`src/rtl/hwupd_pkg.sv`:
```
`timescale 1ns/1ps
package hwupd_pkg;
   localparam int FW           = 8;
   localparam int NFLD         = 5;
   localparam int CTL_EN_LSB   = 0;
   localparam int CTL_MASK_LSB = 8;
   localparam int CTL_CLR_BIT  = 16;
   localparam int CTL_SET_BIT  = 17;
   localparam int CTL_WE_BIT   = 18;
   localparam int CTL_WELN_BIT = 20;

   typedef struct packed {
      logic          wel_n;
      logic          we;
      logic          set;
      logic          clr;
      logic [FW-1:0] mask;
      logic [FW-1:0] en;
   } ctl_t;

   localparam ctl_t CTL_RST = '{wel_n: 1'b1, we: 1'b0, set: 1'b0, clr: 1'b0,
                                mask: '0, en: '1};
endpackage

```
`src/rtl/hwupd_ctrl.sv`:
```
`timescale 1ns/1ps
module hwupd_ctrl import hwupd_pkg::*; #(
   parameter int DATA_W = 32
) (
   input  logic              clk,
   input  logic              rst_n,
   input  logic              wr_en,
   input  ctl_t              wval,
   output ctl_t              ctl,
   output logic [DATA_W-1:0] rd_word
);
   always_ff @(posedge clk or negedge rst_n) begin
      if (!rst_n)     ctl <= CTL_RST;
      else if (wr_en) ctl <= wval;
   end

   always_comb begin
      rd_word                       = '0;
      rd_word[CTL_EN_LSB +: FW]     = ctl.en;
      rd_word[CTL_MASK_LSB +: FW]   = ctl.mask;
      rd_word[CTL_CLR_BIT]          = ctl.clr;
      rd_word[CTL_SET_BIT]          = ctl.set;
      rd_word[CTL_WE_BIT]           = ctl.we;
      rd_word[CTL_WELN_BIT]         = ctl.wel_n;
   end
endmodule

```
`src/rtl/hwupd_field.sv`:
```
`timescale 1ns/1ps
module hwupd_field #(
   parameter int         W           = 8,
   parameter logic [W-1:0] RST       = '0,
   parameter bit         SW_WRITABLE = 1'b1,
   parameter bit         QUAL_INVERT = 1'b0
) (
   input  logic         clk,
   input  logic         rst_n,
   input  logic         sw_we,
   input  logic [W-1:0] sw_wdata,
   input  logic         hw_we,
   input  logic [W-1:0] hw_next,
   input  logic         hw_clr,
   input  logic         hw_set,
   input  logic [W-1:0] qual,
   output logic [W-1:0] q
);
   logic [W-1:0] allow;
   logic [W-1:0] hw_val;
   logic         sw_take;

   generate
      if (QUAL_INVERT) begin : g_protect
         assign allow = ~qual;
      end else begin : g_enable
         assign allow = qual;
      end
   endgenerate

   assign sw_take = SW_WRITABLE ? sw_we : 1'b0;

   // later steps override earlier ones: load < set < clear
   always_comb begin
      hw_val = q;
      if (hw_we)  hw_val = (hw_val & ~allow) | (hw_next & allow);
      if (hw_set) hw_val = hw_val | allow;
      if (hw_clr) hw_val = hw_val & ~allow;
   end

   always_ff @(posedge clk or negedge rst_n) begin
      if (!rst_n)       q <= RST;
      else if (sw_take) q <= sw_wdata;
      else              q <= hw_val;
   end
endmodule

```
`src/rtl/hwupd_rdport.sv`:
```
`timescale 1ns/1ps
module hwupd_rdport import hwupd_pkg::*; #(
   parameter int DATA_W = 32,
   parameter int IDX_W  = 6
) (
   input  logic                     clk,
   input  logic                     rst_n,
   input  logic                     rd_en,
   input  logic [IDX_W-1:0]         word,
   input  logic [DATA_W-1:0]        ctl_word,
   input  logic [NFLD-1:0][FW-1:0]  fq,
   output logic [DATA_W-1:0]        rdata
);
   logic [DATA_W-1:0] sel;

   always_comb begin
      sel = '0;
      if (word == '0) sel = ctl_word;
      for (int i = 0; i < NFLD; i++) begin
         if (word == IDX_W'(i + 1)) sel = DATA_W'(fq[i]);
      end
   end

   always_ff @(posedge clk or negedge rst_n) begin
      if (!rst_n)     rdata <= '0;
      else if (rd_en) rdata <= sel;
      else            rdata <= '0;
   end
endmodule

```
`src/rtl/hwupd_regbank.sv`:
```
`timescale 1ns/1ps
module hwupd_regbank import hwupd_pkg::*; #(
   parameter int          ADDR_W = 8,
   parameter int          DATA_W = 32,
   parameter logic [FW-1:0] RST_A = 8'h11,
   parameter logic [FW-1:0] RST_B = 8'h22,
   parameter logic [FW-1:0] RST_C = 8'h33,
   parameter logic [FW-1:0] RST_D = 8'h44,
   parameter logic [FW-1:0] RST_E = 8'h55
) (
   input  logic              clk,
   input  logic              rst_n,
   input  logic              bus_req,
   input  logic              bus_wr,
   input  logic [ADDR_W-1:0] bus_addr,
   input  logic [DATA_W-1:0] bus_wdata,
   output logic [DATA_W-1:0] bus_rdata,
   input  logic              a_we,
   input  logic [FW-1:0]     a_next,
   input  logic              a_clr,
   input  logic              a_set,
   input  logic              b_we,
   input  logic [FW-1:0]     b_next,
   input  logic              b_clr,
   input  logic              b_set,
   input  logic [FW-1:0]     c_next,
   input  logic [FW-1:0]     d_next,
   input  logic              e_we,
   input  logic [FW-1:0]     e_next
);
   localparam int IDX_W = ADDR_W - 2;

   generate
      if (DATA_W < CTL_WELN_BIT + 2) begin : g_bad_data_w
         $error("hwupd_regbank: DATA_W must be at least 22");
      end
      if (ADDR_W < 5) begin : g_bad_addr_w
         $error("hwupd_regbank: ADDR_W must be at least 5");
      end
   endgenerate

   logic [IDX_W-1:0] word;
   logic             wr_ctl, wr_c, wr_d, wr_e, rd_en;
   ctl_t             ctl, ctl_wval;
   logic [DATA_W-1:0] ctl_word;
   logic [FW-1:0]    q_a, q_b, q_c, q_d, q_e;
   logic             unused_bits;

   assign word   = bus_addr[ADDR_W-1:2];
   assign wr_ctl = bus_req & bus_wr & (word == IDX_W'(0));
   assign wr_c   = bus_req & bus_wr & (word == IDX_W'(3));
   assign wr_d   = bus_req & bus_wr & (word == IDX_W'(4));
   assign wr_e   = bus_req & bus_wr & (word == IDX_W'(5));
   assign rd_en  = bus_req & ~bus_wr;

   assign ctl_wval = '{wel_n: bus_wdata[CTL_WELN_BIT],
                       we:    bus_wdata[CTL_WE_BIT],
                       set:   bus_wdata[CTL_SET_BIT],
                       clr:   bus_wdata[CTL_CLR_BIT],
                       mask:  bus_wdata[CTL_MASK_LSB +: FW],
                       en:    bus_wdata[CTL_EN_LSB +: FW]};

   assign unused_bits = ^{bus_addr[1:0], bus_wdata[CTL_WELN_BIT-1],
                          bus_wdata[DATA_W-1:CTL_WELN_BIT+1]};

   hwupd_ctrl #(.DATA_W(DATA_W)) u_ctrl (
      .clk(clk), .rst_n(rst_n), .wr_en(wr_ctl), .wval(ctl_wval),
      .ctl(ctl), .rd_word(ctl_word)
   );

   hwupd_field #(.W(FW), .RST(RST_A), .SW_WRITABLE(1'b0), .QUAL_INVERT(1'b0)) u_fld_a (
      .clk(clk), .rst_n(rst_n), .sw_we(1'b0), .sw_wdata('0),
      .hw_we(a_we), .hw_next(a_next), .hw_clr(a_clr), .hw_set(a_set),
      .qual(ctl.en), .q(q_a)
   );

   hwupd_field #(.W(FW), .RST(RST_B), .SW_WRITABLE(1'b0), .QUAL_INVERT(1'b1)) u_fld_b (
      .clk(clk), .rst_n(rst_n), .sw_we(1'b0), .sw_wdata('0),
      .hw_we(b_we), .hw_next(b_next), .hw_clr(b_clr), .hw_set(b_set),
      .qual(ctl.mask), .q(q_b)
   );

   hwupd_field #(.W(FW), .RST(RST_C), .SW_WRITABLE(1'b1), .QUAL_INVERT(1'b0)) u_fld_c (
      .clk(clk), .rst_n(rst_n), .sw_we(wr_c), .sw_wdata(bus_wdata[FW-1:0]),
      .hw_we(ctl.we), .hw_next(c_next), .hw_clr(ctl.clr), .hw_set(ctl.set),
      .qual(ctl.en), .q(q_c)
   );

   hwupd_field #(.W(FW), .RST(RST_D), .SW_WRITABLE(1'b1), .QUAL_INVERT(1'b0)) u_fld_d (
      .clk(clk), .rst_n(rst_n), .sw_we(wr_d), .sw_wdata(bus_wdata[FW-1:0]),
      .hw_we(~ctl.wel_n), .hw_next(d_next), .hw_clr(1'b0), .hw_set(1'b0),
      .qual('1), .q(q_d)
   );

   hwupd_field #(.W(FW), .RST(RST_E), .SW_WRITABLE(1'b1), .QUAL_INVERT(1'b0)) u_fld_e (
      .clk(clk), .rst_n(rst_n), .sw_we(wr_e), .sw_wdata(bus_wdata[FW-1:0]),
      .hw_we(e_we), .hw_next(e_next), .hw_clr(1'b0), .hw_set(1'b0),
      .qual('1), .q(q_e)
   );

   hwupd_rdport #(.DATA_W(DATA_W), .IDX_W(IDX_W)) u_rdport (
      .clk(clk), .rst_n(rst_n), .rd_en(rd_en), .word(word), .ctl_word(ctl_word),
      .fq({q_e, q_d, q_c, q_b, q_a}), .rdata(bus_rdata)
   );
endmodule

```
`config.mk`:
```
export PLATFORM = sky130hd
export DESIGN_NAME = hwupd_regbank
export DESIGN_NICKNAME = d
export VERILOG_FILES = /design/src/rtl/hwupd_pkg.sv /design/src/rtl/hwupd_ctrl.sv /design/src/rtl/hwupd_field.sv /design/src/rtl/hwupd_rdport.sv /design/src/rtl/hwupd_regbank.sv
export SDC_FILE = /design/constraint.sdc
export NUM_CORES = 1
export LEC_CHECK = 0
export BUFFER_PORTS_ARGS = -buffer_cell sky130_fd_sc_hd__buf_4
export CORE_UTILIZATION = 49
export CTS_CLUSTER_DIAMETER = 60
export DETAILED_ROUTE_END_ITERATION = 8
export GPL_TIMING_DRIVEN = 1
export PLACE_DENSITY = 0.77
export SETUP_SLACK_MARGIN = 0.02
export SYNTH_ARGS = -nofsm -noshare
export SYNTH_HDL_FRONTEND = slang
export SYNTH_HIERARCHICAL = 1
export SYNTH_SLANG_ARGS = --single-unit
```
`constraint.sdc`:
```
create_clock -name clk -period 1.4 [get_ports clk]
set_input_delay 0.07 -clock clk [delete_from_list [all_inputs] [get_ports clk]]
set_output_delay 0.07 -clock clk [all_outputs]
set_load 0.01 [all_outputs]
```
==> qor.yml, run 1 <==
yosys:
  yosysSeqAreaShare_pct: 45.33
  synth-edff-count: 0
  async_flop_share_pct: 100.0
  synthFlopType: "dfrtp_1"
  synth_cell_type_count: 44
  yosys.area.top_type: "dfrtp_1"
  ys_warn_count: 6
  syn_area_um2: 5142
  syn_area_per_cell_um2: 11.28
  syn_inst: 456
  synth_area_leaders: "dfrtp_1, dfstp_2, mux2_4"
  synth_top_area_share_pct: 33.58
  ys_seq_elements: 92
sta:
  setup_tns_ps: 0
  skew_ps: 6.077
  fmax_mhz: 741.2
  hold_viol_final: 0
  setup_ws_ps: 50.88
  period_share_pct: 96.37
  drv_slew: 0
  setup_viol: 0
  rsz0062_at_grt: "false"
  period_minus_slack_ps: 1349
worst_hold_path:
  hold_path.class: "input pin to flip-flop"
  min_path_cells: 3
global_routing:
  track_usage_pct: 24.49
  grt_max_degree: 33
  antenna_found_initial: 0
  grt-ovfl-total: 0
  grt_pass1_vias: 4066
  grt_pass1_wl_um: 20490
job:
  drv_cap: 0
outcome:
  status: "finished, final reports clean"
pwr:
  power_uw: 6232
  ir_drop_mv: 0.6207
  leakagePower_uw: 0.003154
  powerDensity_nw_per_um2: 942.6
setup_path:
  crit_buf_inv: 0
  cp_max_fo: 3
  crit_family: "multiplexers"
  arrival_ps: 1600
  worstPathCellList: "mux4_2, a32oi_1, a21oi_1"
  critical_path_depth: 3
  endpoint_kind: "flip-flop"
  r2r_cells: 3
  required_ps: 1650
  critPathLaunchType: "flip-flop"
  slowest_delay_ps: 490
  critPathKind: "flip-flop to flip-flop"
  cp_slowest_cell: "mux4_2"
final_layout:
  regArea_um2: 2331
  final_cells: 756
  stdcell_area_um2: 6611
  areaGrowthSynthToFinish_pct: 28.56
  mostFrequentLayoutCells: "buf_4, dfrtp_1, conb_1"
  final.fill_count: 813
  drive_gt1_share_pct: 39.35
  fin_nets: 706
  antenna_cells: 0
  multi_input_area_um2: 2502
  layout_commonest_cell: "buf_4"
clock_tree:
  cts_tree: "yes"
  htree_levels: 3
  cts_buffer_depth: 2
  root_buffer: "clkbuf_8"
  cts_buffers: 9
  clk_latency_ps: 360
  clk_pin_slew_ps: 90
  cts.sink_count: 92
place:
  port_buffers: 108
  dp_cells: 714
  dp_hpwl_um: 9285
  gp_congestion: 0.8863
  pre_cts_ws_ps: -138.1
  place_area_um2: 6120
route:
  firstDrtPassIters: 4
  vias: 3945
  routed_wl_um: 12750
  drt_iter0_drc: 268
  viasPerCell: 5.218
  ant_nets: 0
  drc: 0
  wire_per_inst_um: 16.87
floorplanning:
  die_area_um2: 10910
  pin_count: 123
  die_h_um: 104.4
  start_util_pct: 50.26
  die_w_um: 104.4
  rows: 37
  core_um2: 10230
==> worst paths after layout <==
path                                    from                end  slack (ps)
worst min-delay path               a_next[1]       u_fld_a/q[1]          40
worst max register to register  u_fld_b/q[2]  u_rdport/rdata[2]          50
worst min register to register  u_fld_b/q[1]       u_fld_b/q[1]         530
worst max-delay path            u_fld_b/q[2]  u_rdport/rdata[2]          50
min in group asynchronous              rst_n       u_fld_e/q[5]         210
max in group asynchronous              rst_n       u_fld_b/q[5]         580
==> kinds of logic after synthesis <==
logic type	Yosys count	synth area share, %
AND/OR/NAND/NOR	146	16.13
AO/OA/AOI/OAI	86	14.74
multiplexers	53	13.97
buffers and inverters	76	9.611
other	3	0.2190
flip-flops	92	45.33
==> routing by layer <==
layer	GRT usage, %	vias up	share of wire, %
met5	0	-	0
met4	8.571	0	1.4
met3	4.135	14	5.2
met2	42.01	134	50
met1	31.15	1914	43
li1	-	1883	-
==> synth_stat cells, types with 2 or more instances <==
library cell   n
a211oi_1       3
a21oi_1       13
a21oi_2        3
a32oi_1        7
and2_1        24
and4bb_1       3
buf_2          8
buf_4         33
buf_6         10
conb_1         3
dfrtp_1       69
dfstp_2       23
inv_1         24
mux2_4        20
mux2i_1       26
mux4_2         7
nand2_1       36
nand2b_1       5
nor2_1        23
nor2_2         3
nor2b_1        2
nor3_1        25
nor3b_1        6
nor4_1         3
nor4b_1        2
o21ai_0       14
o21ai_2        2
o31ai_2       18
o32ai_1       16
o32ai_2        3
o41ai_1        3
o41ai_2        3
or2_1          5
==> power by group <==
group / switching [uW] / internal (uW)
registers: 201 / 2910
clock network: 964 / 1050
logic: 515 / 585
total: 1680 / 4550
==> flip-flops by register name (all words and copies together) (netlist names) <==
signal and cells:
u_fld_e/q 8, u_fld_b/q 8, u_fld_c/q 8, u_rdport/rdata 32, u_fld_d/q 8, u_fld_a/q 8, u_ctrl/ctl 20
==> repair_timing <==
item / CTS / global route
hold buffers: 25 / 0
endpoints found under the setup margin: 0 / 11
resized for setup: 0 / 3
endpoints found under the hold margin: 67 / 0
setup buffers: 0 / 1
==> layout make-up <==
class                      count  area share [%]
clock buffer                  10           2.082
clock inverter                 6           1.306
inverter                      24           1.363
multi-input combinational    329           37.85
sequential                    92           35.26
tap                          136           2.574
timing repair buffer         159           19.57
==> through the flow <==
step	utilization, %	hold WS [ps]
6_report	64.62	40.01
5_1_grt	64.62	34.18
4_1_cts	64.45	20.24
3_5_place_dp	59.81	70.21
3_3_place_gp	59.81	67.27
2_1_floorplan	-	-225.6
==> worst min-delay path, stage by stage <==
cell and delay [ps]:
buf_4 80, nor3b_1 40, nor3_1 170
No activity file was read; power rests on OpenSTA's default activity.
==> run 2, diff against run 1 <==
--- a/config.mk
+++ b/config.mk
@@ -6,11 +6,12 @@
 export NUM_CORES = 1
 export LEC_CHECK = 0
 export BUFFER_PORTS_ARGS = -buffer_cell sky130_fd_sc_hd__buf_4
-export CORE_UTILIZATION = 49
+export CORE_ASPECT_RATIO = 0.9
+export CORE_UTILIZATION = 55
 export CTS_CLUSTER_DIAMETER = 60
 export DETAILED_ROUTE_END_ITERATION = 8
 export GPL_TIMING_DRIVEN = 1
-export PLACE_DENSITY = 0.77
+export PLACE_DENSITY = 0.82
 export SETUP_SLACK_MARGIN = 0.02
 export SYNTH_ARGS = -nofsm -noshare
 export SYNTH_HDL_FRONTEND = slang
==> constraint.sdc (replaced) <==
create_clock -name clk -period 1.6 [get_ports clk]
set_input_delay 0.08 -clock clk [delete_from_list [all_inputs] [get_ports clk]]
set_output_delay 0.08 -clock clk [all_outputs]
set_load 0.01 [all_outputs]
==> run 2 against run 1 <==
Compared with the run above: first-iteration DRC count shrank 14%; total power is 15% lower; final cell count down 3.6%; global-route usage is 3.0 points higher; clock skew up 8.4 ps; non-clock buffer count down 13; critical path depth is the same.
==> qor.yml, run 2 (synthesis results as in run 1) <==
outcome:
  status: "finished, final reports clean"  # unchanged
clock_tree:
  postCtsHoldBufs: 22  # was 25
  clk_pin_slew_ps: 100  # was 90 ps
  cts_buffers: 9  # unchanged
  cts_tree: "yes"  # unchanged
  cts_buffer_depth: 2  # unchanged
  cts.sink_count: 92  # unchanged
  cts_resized: 0  # unchanged
  cts_setup_buffers: 0  # unchanged
  clk_latency_ps: 360  # about the same
  htree_levels: 3  # unchanged
  root_buffer: "clkbuf_8"  # unchanged
global_routing:
  antenna_found_initial: 0  # unchanged
  grt_pass1_vias: 4177  # was 4,066
  track_usage_pct: 27.48  # was 24.49%
  grt-ovfl-total: 0  # unchanged
  grt_pass1_wl_um: 20580  # was 20,490 um
  grt_max_degree: 46  # was 33
job:
  drv_cap: 0  # unchanged
pwr:
  powerDensity_nw_per_um2: 817.6  # was 942.6 nW/um^2
  ir_drop_mv: 0.7010  # was 0.6207 mV
  leakagePower_uw: 0.003081  # was 0.003154 uW
place:
  port_buffers: 108  # unchanged
  gp_congestion: 0.8838  # was 0.8863
  dp_cells: 690  # was 714
  dp_hpwl_um: 9260  # was 9285 um
sta:
  setup_viol: 0  # unchanged
  drv_slew: 0  # unchanged
  whs_ps: 32.28  # was 40.01 ps
  period_minus_slack_ps: 1434  # was 1349 ps
  setup_tns_ps: 0  # unchanged
  rsz0062_at_grt: "false"  # unchanged
  period_share_pct: 89.65  # was 96.37%
  fmax_mhz: 697.2  # was 741.2 MHz
  hold_viol_final: 0  # unchanged
  skew_ps: 14.51  # was 6.077 ps
route:
  firstDrtPassIters: 4  # unchanged
  vias: 4051  # was 3,945
  ant_nets: 0  # unchanged
  wire_per_inst_um: 17.71  # was 16.87 um
  routed_wl_um: 12910  # was 12,750 um
  drt_iter0_drc: 230  # was 268
  drc: 0  # unchanged
  viasPerCell: 5.557  # was 5.218
floorplanning:
  pin_count: 123  # unchanged
  start_util_pct: 56.61  # was 50.26%
  die_h_um: 93.74  # was 104.4 um
  core_um2: 9084  # was 10,230 um^2
  die_w_um: 103.9  # was 104.4 um
  rows: 33  # was 37
  die_area_um2: 9741  # was 10,910 um^2
final_layout:
  layout_commonest_cell: "buf_4"  # unchanged
  antenna_cells: 0  # unchanged
  drive_gt1_share_pct: 37.73  # was 39.35%
  top_register: "u_rdport/rdata"  # unchanged
  fin_nets: 693  # was 706
  final.fill_count: 664  # was 813
  largest_reg_flops: 32  # unchanged
  mostFrequentLayoutCells: "buf_4, dfrtp_1, conb_1"  # unchanged
  final_cells: 729  # was 756
  areaGrowthSynthToFinish_pct: 25.62  # was 28.56%
  fin_util_pct: 71.12  # was 64.62%
  top_regs: "u_rdport/rdata (32), u_ctrl/ctl (20)"  # unchanged
setup_path:
  critPathLaunchType: "flip-flop"  # unchanged
  arrival_ps: 1670  # was 1600 ps
  slowest_delay_ps: 510  # was 490 ps
  required_ps: 1840  # was 1650 ps
  endpoint_kind: "flip-flop"  # unchanged
  cp_max_fo: 3  # unchanged
  critPathKind: "flip-flop to flip-flop"  # unchanged
  cp_slowest_cell: "mux4_2"  # unchanged
  worstPathCellList: "mux4_2, a32oi_1, a21oi_1"  # unchanged
worst_hold_path:
  hold_path.class: "input pin to flip-flop"  # unchanged
run 2: per-stage QoR:
stage	instance area, um^2	setup WS (ps)	power (uW)
finish	6460	165.7	5282
global route	6460	129.8	5496
CTS	6450	195.0	5287
detailed placement	6027	47.61	3640
global placement	6027	37.64	3588
floorplan	5296	223.0	3320
run 2: worst paths after layout:
check / start / end / slack (ps) / depth (start not counted)
max: u_fld_c/q[2] / u_rdport/rdata[2] / 170 / 3
max in group asynchronous: rst_n / u_fld_e/q[4] / 810 / 3
max reg2reg: u_fld_c/q[2] / u_rdport/rdata[2] / 170 / 3
min: a_next[5] / u_fld_a/q[5] / 30 / 3
min reg2reg: u_fld_a/q[4] / u_fld_a/q[4] / 540 / 2
min in group asynchronous: rst_n / u_rdport/rdata[12] / 170 / 2
run 2: layout make-up:
type | count | area (um^2) | area share, %
clock buffer | 11 | 141.4 | 2.189
tap | 122 | 152.6 | 2.363
sequential | 92 | 2331 | 36.08
multi-input combinational | 329 | 2492 | 38.58
clock inverter | 5 | 61.31 | 0.9491
timing repair buffer | 146 | 1191 | 18.44
inverter | 24 | 90.09 | 1.395
run 2: per-layer routing:
metal | wire length, um | track usage [%] | up-vias
met5 | 0 | 0 | -
met4 | 380 | 11.07 | 0
met1 | 5111 | 33.76 | 1981
li1 | - | - | 1854
met3 | 1020 | 7.143 | 30
met2 | 6397 | 46.61 | 186
run 2: where the power goes:
part | switching, uW | internal, uW
Combinational | 456 | 489
Sequential | 177 | 2550
Clock | 839 | 772
run 2: worst max-delay path, delay by kind of cell, from the launching register on:
family          cells  cell delay, ps
mux                 1             510
flops               1             410
compound gates      2             420
